**config.mk**
```make
export PLATFORM = sky130hd
export DESIGN_NAME = pwm_timebase
export DESIGN_NICKNAME = d
export VERILOG_FILES = /design/src/rtl/pwm_timebase.sv
export SDC_FILE = /design/constraint.sdc
export NUM_CORES = 1
export LEC_CHECK = 0
export CAP_MARGIN = 5
export CELL_PAD_IN_SITES_DETAIL_PLACEMENT = 0
export CELL_PAD_IN_SITES_GLOBAL_PLACEMENT = 2
export CORE_MARGIN = 1
export CORE_UTILIZATION = 30
export DETAILED_ROUTE_END_ITERATION = 12
export GPL_TIMING_DRIVEN = 0
export PLACE_DENSITY_LB_ADDON = 0.1
export SYNTH_ARGS = -nofsm -noshare
export SYNTH_HDL_FRONTEND = slang
export SYNTH_SLANG_ARGS = --single-unit
```
**constraint.sdc**
```tcl
create_clock -name clk -period 5.5 [get_ports clk]
set_input_delay 0.55 -clock clk [delete_from_list [all_inputs] [get_ports clk]]
set_output_delay 0.55 -clock clk [all_outputs]
set_load 0.02 [all_outputs]
```
**src/rtl/pwm_timebase.sv**
```systemverilog
module pwm_timebase #(
  parameter int CNT_W = 16
) (
  input  logic             clk,
  input  logic             rst_n,
  input  logic             tb_run,
  input  logic             wr_en,
  input  logic [1:0]       wr_sel,
  input  logic [CNT_W-1:0] wr_data,
  output logic             pwm_out,
  output logic [CNT_W-1:0] count,
  output logic             count_down,
  output logic             ev_zero,
  output logic             ev_period,
  output logic             ev_cmp_up,
  output logic             ev_cmp_down
);
  localparam int CTRL_W = 10;
  localparam int HS_W   = 4;
  localparam int CK_W   = 7;

  typedef enum logic [1:0] {M_UP = 2'd0, M_DN = 2'd1, M_UD = 2'd2, M_FRZ = 2'd3} mode_t;

  logic [CTRL_W-1:0] ctrl_q;
  logic [CNT_W-1:0]  cnt_q, nxt_cnt, prd_sh, prd_act, cmp_sh, cmp_act, wr_val;
  logic              dn_q, nxt_dn, pend_q, pwm_q, go_up;
  logic [HS_W-1:0]   hs_cnt, hs_lim;
  logic [CK_W-1:0]   ck_cnt, ck_lim;
  logic              hs_wrap, ck_wrap, tb_tick, ld_zero, active;
  mode_t             mode;
  logic              prd_imm, cmp_imm;
  logic [2:0]        hs_code, ck_code;

  assign mode    = mode_t'(ctrl_q[1:0]);
  assign prd_imm = ctrl_q[2];
  assign cmp_imm = ctrl_q[3];
  assign hs_code = ctrl_q[6:4];
  assign ck_code = ctrl_q[9:7];

  // cascaded prescaler
  assign hs_lim  = (hs_code == 3'd0) ? '0 : ({hs_code, 1'b0} - 4'd1);
  assign ck_lim  = CK_W'((8'd1 << ck_code) - 8'd1);
  assign hs_wrap = hs_cnt >= hs_lim;
  assign ck_wrap = ck_cnt >= ck_lim;
  assign tb_tick = tb_run & hs_wrap & ck_wrap;

  always_ff @(posedge clk or negedge rst_n) begin
    if (!rst_n) begin
      hs_cnt <= '0;
      ck_cnt <= '0;
    end else if (!tb_run) begin
      hs_cnt <= '0;
      ck_cnt <= '0;
    end else if (hs_wrap) begin
      hs_cnt <= '0;
      ck_cnt <= ck_wrap ? '0 : ck_cnt + 1'b1;
    end else begin
      hs_cnt <= hs_cnt + 1'b1;
    end
  end

  // next count and direction
  assign go_up = dn_q ? (cnt_q == '0) : (cnt_q < prd_act);

  always_comb begin
    nxt_cnt = cnt_q;
    nxt_dn  = dn_q;
    case (mode)
      M_UP: begin
        nxt_dn  = 1'b0;
        nxt_cnt = (cnt_q >= prd_act) ? '0 : cnt_q + 1'b1;
      end
      M_DN: begin
        nxt_dn  = 1'b1;
        nxt_cnt = (cnt_q == '0) ? prd_act : cnt_q - 1'b1;
      end
      M_UD: begin
        if (prd_act == '0) begin
          nxt_cnt = '0;
          nxt_dn  = 1'b0;
        end else if (go_up) begin
          nxt_cnt = cnt_q + 1'b1;
          nxt_dn  = (cnt_q + 1'b1) >= prd_act;
        end else begin
          nxt_cnt = cnt_q - 1'b1;
          nxt_dn  = (cnt_q - 1'b1) != '0;
        end
      end
      default: ;
    endcase
    if (pend_q) nxt_cnt = wr_val;
  end

  always_ff @(posedge clk or negedge rst_n) begin
    if (!rst_n) begin
      cnt_q <= '0;
      dn_q  <= 1'b0;
    end else if (tb_tick) begin
      cnt_q <= nxt_cnt;
      dn_q  <= nxt_dn;
    end
  end

  always_ff @(posedge clk or negedge rst_n) begin
    if (!rst_n) begin
      pend_q <= 1'b0;
      wr_val <= '0;
    end else if (wr_en && wr_sel == 2'd3) begin
      pend_q <= 1'b1;
      wr_val <= wr_data;
    end else if (tb_tick) begin
      pend_q <= 1'b0;
    end
  end

  // register writes and shadow loads
  assign ld_zero = (tb_tick && mode != M_FRZ && nxt_cnt == '0) || (!tb_run && cnt_q == '0);

  always_ff @(posedge clk or negedge rst_n) begin
    if (!rst_n) begin
      ctrl_q  <= '0;
      prd_sh  <= '0;
      prd_act <= '0;
      cmp_sh  <= '0;
      cmp_act <= '0;
    end else begin
      if (wr_en && wr_sel == 2'd0) ctrl_q <= wr_data[CTRL_W-1:0];
      if (wr_en && wr_sel == 2'd1) begin
        prd_sh <= wr_data;
        if (prd_imm) prd_act <= wr_data;
      end else if (ld_zero && !prd_imm) begin
        prd_act <= prd_sh;
      end
      if (wr_en && wr_sel == 2'd2) begin
        cmp_sh <= wr_data;
        if (cmp_imm) cmp_act <= wr_data;
      end else if (ld_zero && !cmp_imm) begin
        cmp_act <= cmp_sh;
      end
    end
  end

  // events and action qualifier
  assign active      = tb_run && mode != M_FRZ;
  assign ev_zero     = active && cnt_q == '0;
  assign ev_period   = active && cnt_q == prd_act;
  assign ev_cmp_up   = active && cnt_q == cmp_act && !dn_q;
  assign ev_cmp_down = active && cnt_q == cmp_act && dn_q;

  always_ff @(posedge clk or negedge rst_n) begin
    if (!rst_n)           pwm_q <= 1'b0;
    else if (ev_cmp_up)   pwm_q <= 1'b1;
    else if (ev_cmp_down) pwm_q <= 1'b0;
  end

  assign pwm_out    = pwm_q;
  assign count      = cnt_q;
  assign count_down = dn_q;

  a_r10_stopped_hold: assert property (@(posedge clk) disable iff (!rst_n)
    !tb_run |=> $stable(cnt_q));

  a_r2_freeze_hold: assert property (@(posedge clk) disable iff (!rst_n)
    (tb_run && mode == M_FRZ && !pend_q) |=> $stable(cnt_q));

  a_r3_up_step: assert property (@(posedge clk) disable iff (!rst_n)
    (tb_tick && mode == M_UP && !pend_q && cnt_q < prd_act) |=> cnt_q == $past(cnt_q) + 1'b1);

  a_r5_down_leg: assert property (@(posedge clk) disable iff (!rst_n)
    (tb_tick && mode == M_UD && !pend_q && dn_q && cnt_q != '0 && prd_act != '0)
      |=> cnt_q == $past(cnt_q) - 1'b1);

  a_r8_pwm_set: assert property (@(posedge clk) disable iff (!rst_n)
    ev_cmp_up |=> pwm_out);

  a_r8_pwm_clear: assert property (@(posedge clk) disable iff (!rst_n)
    ev_cmp_down |=> !pwm_out);
endmodule

```
==> impl_results.md <==
- Core area: between 20000 and 30000 µm²
- Crit-path cells: clkbuf_1, inv_2, ha_1, or4b_1, or4_1, buf_2, buf_2, clkbuf_1, nor2_1, a21oi_1, a221oi_1, a21oi_1, a2111oi_2, and4b_1, o21ai_2, buf_6, o22ai_1, a31oi_1
- Reg2reg start: count[0]
- Area delta synth->final: 19.5%
- Post-CTS setup buffer count: 0
- Post-synthesis compound-gate area fraction: 0.190
- CTS H-Tree Depth: 4
- Starting Density: 0.306
- Setup slack after layout: 0.303 ns
- R2R depth: 18
- Buffers on Ports: 43
- Sink Count: 120
- # setup viols final: 0
- Fin. Hold Viols: 0
- Startpoint class of the critical path: flop
- Pwr Total: 4640 µW
- CP bufs+invs: 6
- Register area share after synthesis: 0.389
- Syn Std Cell Area: 7710 µm²
- Critical path fanouts, max: 10
- Clk buf depth: 2
- Final nets: 967
- Worst slack at placement: -0.0216 ns
- Most frequent cells in the layout: dfrtp_1, a21oi_1, nand2_1, mux2_2, ha_1
- Die H: 162 µm
- Critical path class: flop to flop
- Internal power: ~2600 µW
- CTS tree: built
- Synthesized netlist cell count: 826
- NetSw: roughly 2000 µW
- Routed len/inst: 22.2 µm
- Worst hold-check path type: flop to flop
- Slowest CP cell: or4b_1
- Logic pwr share: 0.457
- Worst EP required: 5.77 ns
- CTS root buf: clkbuf_16
- TritonCTS buffer count: 17
- Hold Path Sink: pwm_out
- Post-synthesis register bit count: 120
- I/O pins: 44
- Max cap viols: 0
- Synthesized area per cell: 9.33 µm²
- Commonest non-fill, non-tap cell in the layout: dfrtp_1
- Relative slew slack: 0.402
- Post-route ant nets: 0
- Hpwl dp: between 20000 and 25000 µm
- Largest family of logic cells by synthesized area: compound AO/OA/AOI/OAI gates
- Simple-gate area share of the yosys netlist: 0.146
- Synth Area in Adders: 0.0893
- Via count: between 6000 and 7000
- Outcome: completed
- Final core occ: 0.366
- Area leader, netlist: dfrtp_1
- Die area: 26300 µm²
- Remaining DRCs: 0
- HP Start: pwm_out
- Post-synthesis net count: 903
- Leading cell types by total area after synthesis: dfrtp_1, ha_1, mux2_2
- Worst ir drop on vdd: 0.220 mV
- Yosys top cell area share: 0.389
- GRT Util Overall: 0.217
- Insertion delay to the later sink of the worst-skew pair: roughly 0.42 ns
- Setup crit end kind: flop
- Worst Tran Pin Value: 0.888 ns
- Number of synthesized flops with an enable pin: 0
- Hold-critical path depth: 1
- Skew final: approximately 0.011 ns
- Sw frac: 0.431
- Routability cong.: 0.878
- Share of post-route cells with drive strength above 1: 0.125
- R2R Setup Slk: 0.30 ns
- Fmax: 192 MHz
- Synthesis Warnings: 0
- Drt first pass iters: 5
- Clock share of power: 0.250
- End of the worst register-to-register path: prd_act[6]
- # diodes: 0
- Post-synthesis xor/xnor area fraction: 0.0534
- Crit path max-delay family: simple AND/OR/NAND/NOR gates
- Period minus WS final: between 5 and 6 ns
- Mux share of post-synthesis cell area: 0.0816
- Vias per cell: 5.34
- Placed cell area: 8580 µm²
- Clk pin slew, worst setup/hold paths: 0.06 ns
- Initial antenna violation count: 0
- Vias in the first global route: approximately 6600
- Pwr/cell area: 504 nW/µm²
- Pins Over Slew Limit: 0
- Final wirelength: 27400 µm
- Main synth FF type: dfrtp_1
- Seq pwr share: 0.292
- CP max stage delay: 0.54 ns
- Fin crit share: 0.945
- Cell variety after synth: 62
- CP arrival: between 5 and 6 ns
- Chip width: 162 µm
- Rows: 58
- Unrepaired setup endpoints after global routing: no
- Fin area: approximately 9200 µm²
- Largest net degree at the start of global routing: 97
- Synth async-reset ratio: 1.00
- P_leak: around 0.0039 µW
- DR iter-0 viols: 445
- First-pass GRT wire length: 42100 µm
- GR Overflow Total: 0
-- metal layers --
metal  GRT usage  part of all wire  vias up
li1            -                 -     3166
met5           0                 0        -
met2       0.342              0.46      170
met3      0.0329             0.042       24
met1       0.305              0.48     3224
met4      0.0617             0.017        0
-- sequential cells by signal, summed over array words and instances (netlist names) --
name and cells:
count_down 1, pwm_out 1, ctrl_q 10, prd_act 16
pend_q 1, cmp_act 16, prd_sh 16, count 16
hs_cnt 4, ck_cnt 7, wr_val 16, cmp_sh 16
-- how the worst max path moves through the flow --
stage                         from           to  cells past startpoint
after detailed placement  count[0]   prd_act[6]                     17
after global routing      count[0]   prd_act[6]                     18
after CTS                 count[0]   prd_act[6]                     17
after global placement       rst_n    hs_cnt[0]                      1
final                     count[0]   prd_act[6]                     18
after floorplan           count[0]  prd_act[10]                     17
-- repair_timing --
item | CTS | global route
gates resized for setup | 1 | 2
hold buffers | 1 | 0
hold endpoints to repair | 15 | 0
endpoints found under the setup margin | 5 | 15
-- cells by family (layout without fill, tap and decap cells) --
group,Yosys count,in the layout
adder cells (fa/ha/maj),55,55
flip-flops,120,120
buffers and inverters,89,166
multiplexers,56,56
AND/OR/NAND/NOR,227,227
XOR/XNOR,47,47
AO/OA/AOI/OAI,232,232
-- area by class of cell --
| cell class | instances | area, µm² |
|---|---|---|
| Buffer | 54 | 258 |
| Multi-Input combinational cell | 617 | 4330 |
| Clock inverter | 13 | 169 |
| Fill cell | 2595 | 16000 |
| Tap cell | 330 | 413 |
| Inverter | 35 | 131 |
| Timing Repair Buffer | 45 | 469 |
| Clock buffer | 19 | 443 |
| Sequential cell | 120 | 3000 |
-- per-stage QoR --
| stage | setup TNS (ns) | hold WS (ns) | instances |
|---|---|---|---|
| 3_3_place_gp | -116.02 | 0.458 | 1199 |
| 2_1_floorplan | 0 | 0.254 | 826 |
| 3_5_place_dp | -0.0284 | 0.438 | 1200 |
| 5_1_grt | 0 | 0.486 | 1233 |
| 4_1_cts | 0 | 0.478 | 1233 |
| 6_report | 0 | 0.472 | 1233 |
-- power groups by stage --
stage          clock network [µW]  logic [µW]  registers (µW)
3_3_place_gp                    0        2090            1360
3_5_place_dp                    0        2080            1370
5_1_grt                      1220        2330            1390
6_report                     1160        2120            1360
2_1_floorplan                   0        1280            1350
4_1_cts                      1180        2110            1360
-- cells in the mapped netlist (3+ instances only) --
master,number
o211ai_1,6
o221ai_1,4
a21o_1,12
nand3_1,23
a21oi_1,65
nor2_1,49
nand2b_1,7
or4_1,3
a221oi_1,5
o21ai_0,46
o31ai_1,4
inv_1,35
or3_1,10
dfrtp_1,120
mux2_2,55
ha_1,55
or2_2,3
nand4_1,11
clkbuf_1,36
and4_1,3
a211oi_1,8
o21a_1,9
buf_6,6
xor2_1,26
and3_1,6
nor4_1,13
a221o_1,5
o22ai_1,30
buf_1,4
buf_2,8
nor3_1,20
a31oi_1,17
nand2_1,64
xnor2_1,21
and2_1,3
nor2b_1,3
No activity file was read; power rests on OpenSTA's default activity.
